==> config.mk <==
export PLATFORM = sky130hd
export DESIGN_NAME = slot_dispatcher
export DESIGN_NICKNAME = d
export VERILOG_FILES = /design/src/rtl/slot_dispatcher.sv
export SDC_FILE = /design/constraint.sdc
export NUM_CORES = 1
export LEC_CHECK = 0
export CORE_AREA = 4 4 130 132
export CTS_CLUSTER_SIZE = 10
export DETAILED_ROUTE_END_ITERATION = 8
export DIE_AREA = 0 0 134 136
export GPL_ROUTABILITY_DRIVEN = 1
export PLACE_DENSITY = 0.85
export SLEW_MARGIN = 15
export SYNTH_ARGS = -nofsm -noshare
export SYNTH_HDL_FRONTEND = slang
export SYNTH_SLANG_ARGS = --single-unit
==> constraint.sdc <==
create_clock -name clk -period 6.7 [get_ports clk]
set_input_delay 1.34 -clock clk [delete_from_list [all_inputs] [get_ports clk]]
set_output_delay 1.34 -clock clk [all_outputs]
set_load 0.05 [all_outputs]
==> src/rtl/slot_dispatcher.sv <==
module slot_dispatcher #(
  parameter int CNT_W = 32
) (
  input  logic             clk,
  input  logic             rst,
  input  logic             word_valid,
  output logic             word_ready,
  input  logic [31:0]      word_data,
  input  logic             word_ltest,
  input  logic             word_rtest,
  output logic             op_valid,
  input  logic             op_ready,
  output logic [1:0]       op_tag,
  output logic [29:0]      op_bits,
  input  logic             exec_done,
  input  logic             exec_pc_changed,
  input  logic             exec_exception,
  input  logic             exec_cond_true,
  output logic [CNT_W-1:0] cnt_cycles,
  output logic [CNT_W-1:0] cnt_taken_skip,
  output logic [CNT_W-1:0] cnt_cond_true,
  output logic [CNT_W-1:0] cnt_cond_false
);
  localparam logic [1:0] FMT_PAR  = 2'b00;
  localparam logic [1:0] FMT_LR   = 2'b01;
  localparam logic [1:0] FMT_RL   = 2'b10;
  localparam logic [1:0] FMT_LONG = 2'b11;
  localparam logic [1:0] TAG_LEFT  = 2'b01;
  localparam logic [1:0] TAG_RIGHT = 2'b10;
  localparam logic [1:0] TAG_LONG  = 2'b11;
  localparam logic [CNT_W-1:0] CNT_MAX = '1;

  typedef enum logic [1:0] {S_IDLE, S_ISSUE, S_WAIT} state_t;

  state_t      state;
  logic [29:0] word_q;
  logic [1:0]  fmt_q;
  logic        ltest_q, rtest_q, second_q;

  logic accept, seq_fmt, par_test, right_first, cur_right;
  logic first_done, go_second;
  logic inc_cyc, inc_skip, inc_true, inc_false;

  assign word_ready  = (state == S_IDLE);
  assign op_valid    = (state == S_ISSUE);
  assign accept      = word_valid && word_ready;
  assign seq_fmt     = (fmt_q == FMT_LR) || (fmt_q == FMT_RL);
  assign par_test    = (fmt_q == FMT_PAR) && (ltest_q || rtest_q);
  assign right_first = (fmt_q == FMT_RL) || (par_test && !ltest_q);
  assign cur_right   = second_q ? !right_first : right_first;

  assign op_tag  = (fmt_q == FMT_LONG) ? TAG_LONG : (cur_right ? TAG_RIGHT : TAG_LEFT);
  assign op_bits = (fmt_q == FMT_LONG) ? word_q :
                   {15'd0, cur_right ? word_q[14:0] : word_q[29:15]};

  assign first_done = (state == S_WAIT) && exec_done && !second_q;

  always_comb begin
    case (fmt_q)
      FMT_LONG: go_second = 1'b0;
      FMT_LR, FMT_RL: go_second = !exec_pc_changed && !exec_exception;
      default: go_second = par_test ? exec_cond_true : !exec_exception;
    endcase
  end

  assign inc_cyc   = accept || (first_done && seq_fmt && go_second);
  assign inc_skip  = first_done && seq_fmt && exec_pc_changed && !exec_exception;
  assign inc_true  = first_done && par_test && exec_cond_true;
  assign inc_false = first_done && par_test && !exec_cond_true;

  always_ff @(posedge clk) begin
    if (rst) begin
      state    <= S_IDLE;
      word_q   <= '0;
      fmt_q    <= FMT_LONG;
      ltest_q  <= 1'b0;
      rtest_q  <= 1'b0;
      second_q <= 1'b0;
    end else begin
      case (state)
        S_IDLE: if (accept) begin
          word_q   <= word_data[29:0];
          fmt_q    <= word_data[31:30];
          ltest_q  <= word_ltest;
          rtest_q  <= word_rtest;
          second_q <= 1'b0;
          state    <= S_ISSUE;
        end
        S_ISSUE: if (op_ready) state <= S_WAIT;
        S_WAIT: if (exec_done) begin
          if (first_done && go_second) begin
            second_q <= 1'b1;
            state    <= S_ISSUE;
          end else begin
            state <= S_IDLE;
          end
        end
        default: state <= S_IDLE;
      endcase
    end
  end

  always_ff @(posedge clk) begin
    if (rst) begin
      cnt_cycles     <= '0;
      cnt_taken_skip <= '0;
      cnt_cond_true  <= '0;
      cnt_cond_false <= '0;
    end else begin
      if (inc_cyc   && cnt_cycles     != CNT_MAX) cnt_cycles     <= cnt_cycles + 1'b1;
      if (inc_skip  && cnt_taken_skip != CNT_MAX) cnt_taken_skip <= cnt_taken_skip + 1'b1;
      if (inc_true  && cnt_cond_true  != CNT_MAX) cnt_cond_true  <= cnt_cond_true + 1'b1;
      if (inc_false && cnt_cond_false != CNT_MAX) cnt_cond_false <= cnt_cond_false + 1'b1;
    end
  end
endmodule

* After elaboration in Yosys (flattened, before gate mapping) *
Index checks and enable logic that the tools add are counted.

operators by class
  add/subtract/negate cells = 4
  equality and inequality tests = 13
  multiplexer cells = 16
  reductions and logical operators = 35

operators by type and width
  operator               count
  $add 32x1->32 const B  4
  $ne 32x32->1 const B   4
  $mux 30                1
  $logic_and 1x1->1      18
  $mux 15                1
  $mux 2                 5
  $eq 2x2->1 const B     3
  $logic_not 1->1        6
  $mux 1                 6
  $ne 2x1->1 const B     3
  $pmux 2 s3             1
  $eq 2x1->1 const B     2
  $logic_not 2->1        2
  $logic_or 1x1->1       4
  $pmux 1 s2             2
  $reduce_and 4->1       1
  $reduce_and 3->1       1
  $ne 2x2->1 const B     1
  $reduce_and 2->1       1
  $reduce_bool 2->1      1
  $reduce_or 2->1        1

storage, ports and cells
  flip-flop bits (word level) = 165
  input port bits = 42
  output and inout bits = 162

* Longest topological paths before layout *
  depth after elaboration = 8
  mapped depth = 9

* Worst setup path before layout *
OpenSTA, ideal clock, no wires.

  path type = flip-flop to output port
  start = register fmt_q[0]
  end = output port op_bits[10]
  arrival = 1.992 ns
  required time = 5.360 ns
  slack = 3.368 ns
  stages on the path, launching flop included = 8
  buffers on the path = 1
  cells stage by stage = dfxtp_1 -> inv_1 -> ha_1 -> a31oi_1 -> xnor2_1 -> nor2_1 -> buf_2 -> mux2_2

on the way
  cells in the longest elaborated chain, start to end = 8

ends and longest elaborated chain
  element                 RTL line  text
  from (decl)             37        logic [1:0] fmt_q;
  from (signal assigned)  83        fmt_q <= word_data[31:30];
  $logic_not 2->1         48        assign par_test = (fmt_q == FMT_PAR) && (ltest_q || rtest_q);
  $logic_and 1x1->1       48
  $logic_and 1x1->1       49        assign right_first = (fmt_q == FMT_RL) || (par_test && !ltest_q);
  $logic_or 1x1->1        49
  $logic_not 1->1         50        assign cur_right = second_q ? !right_first : right_first;
  $mux 1                  50
  $mux 15                 54        {15'd0, cur_right ? word_q[14:0] : word_q[29:15]};
  $mux 30 (*)             53        assign op_bits = (fmt_q == FMT_LONG) ? word_q :
  to (decl)               14        output logic [29:0] op_bits,

Mark *: on every way between the ends. The rest lies on a longest branch, timed or not.

* Worst setup path after layout *
  start = register fmt_q[0]
  end = output port op_bits[7]

Same word-level chain as after synthesis.

==> run metrics <==
status=finished, final reports clean; largest net degree at the start of global routing=107; critical path arrival=3210 ps; Hold Crit Start=word_q[14]; ys flop type=dfxtp_1; post_cts resized=0; Max-Cap Viols=0; Netlist cell types=63; Filler Cell Count=1234; slack of the worst reg-to-reg path=3970 ps; Power Total=0.002272 W; Hold Vio Cnt, Final=0; dpl hpwl=16180 µm; Clk Latency, worst-skew pair=420 ps; core footprint=15710 µm²; CP Launch Point=fmt_q[0]; via count=8461; Root Driver=clkbuf_16; PD cells=204.6 nW/µm²; Sw Ratio=24.82%; Max Slew Vio Count=0; Sink Count=165; Worst Skew=13.25 ps; sw power=0.0005639 W; Die Y=136 µm; synthesized area=8342 µm²; Mapped Avg Cell Area=8.186 µm²; buffers added on ports=203; Die ar.=18220 µm²; hold path endpoint=word_q[14]; Period minus WS final=4551 ps; Ant. Diodes=0; post-synthesis sequential area ratio=39.60%; grt ovf=0; RSZ-0062 raised after global routing=no; crit path launch type=register; Iter 0 DRT Violations=573; global-route wire length before repair=37980 µm; R2R depth=5; highest clock rate=219.7 MHz; EDFF count, synth=0; worst r2r dst=cnt_cond_true[27]; actual slew at the worst max-slew pin=1107 ps; worst r2r src=state[1]; hold-fix buffers at CTS=0; area of the multi-input gates=4722 µm²; Fin Setup TNS=0 ps; Initial Utilization=53.09%; Min-Delay Path Class=reg2reg; Reg area=3303 µm²; DR DRC count=0; Slew headroom=26.18%; worst vdd rail ir drop=178.7 µV; vias in the first global route=7734; Syn. warnings=0; Clock Power Share=45.1%; P_leak=3.479 nW; Syn-to-layout area delta=33.15%; hold path depth=2; antenna violations before repair=0; register bit total from synthesis=165; row count=46; asr flop ratio synth=0%; Detail Route Antenna Nets=0; cts bufs inserted=17; htree depth=4; worst path required time=5360 ps; Net count, final=1243; # IOs=204; CTS tree=done; layout cell share with drive strength beyond 1=7.954%; Synth Net Count=1068; internal power=0.001708 W; Routed Wire Length=23290 µm; Syn Inst Count=1019; Tcrit/Tclk final=67.92%; Setup Fix Bufs, Post-CTS=0; Final setup violation count=0; Setup Crit Path Kind=reg2out; CP max FO=16; routability congestion estimate from global placement=0.8186; Setup crit end kind=primary output; WL per Instance=16.36 µm; Clk pin slew, worst setup/hold paths=60 ps; gr usage total=24.93%; clk buf depth=2; DRT Pass-1 Iters=5; routed vias/inst=5.946; part of the power in registers=44.6%; Die X=134 µm; Gate power share=10.3%
-- worst max-delay path, cell delays in order, from the launching register on --
cell and delay, ps:
dfxtp_1 350, inv_1 80, ha_1 270, a31oi_1 220, xnor2_1 140, nor2_2 620
mux2_2 420, clkdlybuf4s50_1 700
-- worst max-delay path by stage --
stage / endpoint / slack, ps
2_1_floorplan: op_bits[10] / 3370
3_3_place_gp: op_bits[0] / 2430
3_5_place_dp: op_bits[7] / 2290
4_1_cts: op_bits[7] / 1820
5_1_grt: op_bits[7] / 1950
6_report: op_bits[7] / 2150
-- sequential cells by signal, summed over array words and instances, names as in the netlist --
register and cells:
cnt_cond_false 32, cnt_cycles 32, fmt_q 2, cnt_taken_skip 32
ltest_q 1, state 2, word_q 30, rtest_q 1
second_q 1, cnt_cond_true 32
-- logic make-up after synthesis --
group                      Yosys count  share of synthesized area (%)
AOI/OAI and AO/OA                  271                          19.15
xor gates and xnor gates            11                          1.155
adders and majority gates            7                          1.050
buffers and inverters               78                          3.960
DFF                                165                          39.60
muxes                               28                          3.750
and+or+nand+nor                    459                          31.33
-- cell usage after synthesis, types with 3 or more instances --
cell type	number	area, µm²
xnor2_1	7	61.31
o211ai_1	4	30.03
xor2_1	4	35.03
nor3_1	9	45.04
nor4_2	4	50.05
nor2_1	51	191.4
and2_1	20	125.1
o21ai_0	53	265.3
nor2b_1	16	100.1
mux2_2	26	292.8
or2_2	5	31.28
o21a_1	3	22.52
nand2b_1	3	18.77
buf_2	8	40.04
o31ai_1	46	345.3
clkbuf_1	38	142.6
buf_1	4	15.01
nand3_1	41	205.2
a21oi_1	134	670.6
or3_1	52	325.3
o21ai_1	9	45.04
or4_1	44	330.3
o21ba_2	3	30.03
and4_1	15	131.4
and3_1	11	68.82
dfxtp_1	165	3303
ha_1	7	87.58
nand4_1	43	269.0
inv_1	23	86.33
o2111ai_1	4	35.03
nand2_1	115	431.7
nor4_1	12	75.07
buf_6	3	33.78
-- per-stage QoR --
stage	setup slack (ps)	area [µm²]	hold WS [ps]	instances	utilization, %
floorplan	3368	8342	433.8	1019	-
global placement	2434	10460	447.8	1390	66.55
detailed placement	2291	10460	447.2	1390	66.55
CTS	1822	11090	456.0	1422	70.57
global route	1954	11110	483.9	1423	70.69
finish	2149	11110	461.2	1423	70.69
-- metal layers --
metal	vias to the layer above	track usage [%]	routed length, µm
li1	4157	-	-
met1	4018	32.26	9975
met2	254	41.44	11450
met3	32	6.662	1446
met4	0	6.514	416
met5	-	0	0
-- cells in the final DEF, fill, tap and decap left out, types with 20 or more instances in the layout --
master / count
inv_1: 23
nand4_1: 43
dfxtp_1: 165
o31ai_1: 45
clkdlybuf4s50_1: 202
nand3_1: 41
a21oi_1: 134
or3_1: 52
or4_1: 44
o21ai_0: 53
mux2_2: 26
nor2_1: 50
nand2_1: 115
and2_1: 20
-- power groups by stage --
stage | combinational, W | clock (W) | sequential, W
2_1_floorplan | 0.000153 | 0 | 0.00103
3_3_place_gp | 0.000229 | 0 | 0.00103
3_5_place_dp | 0.000233 | 0 | 0.00103
4_1_cts | 0.000235 | 0.00104 | 0.00101
5_1_grt | 0.000251 | 0.00108 | 0.00101
6_report | 0.000235 | 0.00102 | 0.00101
-- cell type report --
| class | count | share of cell area, % |
|---|---|---|
| Inverter | 23 | 0.7773 |
| Sequential cell | 165 | 29.74 |
| Tap cell | 216 | 2.433 |
| Multi-Input combinational cell | 776 | 42.51 |
| Timing Repair Buffer | 211 | 18.85 |
| Clock inverter | 8 | 0.9913 |
| Clock buffer | 24 | 4.698 |
Power figures use the tool's default switching activity.
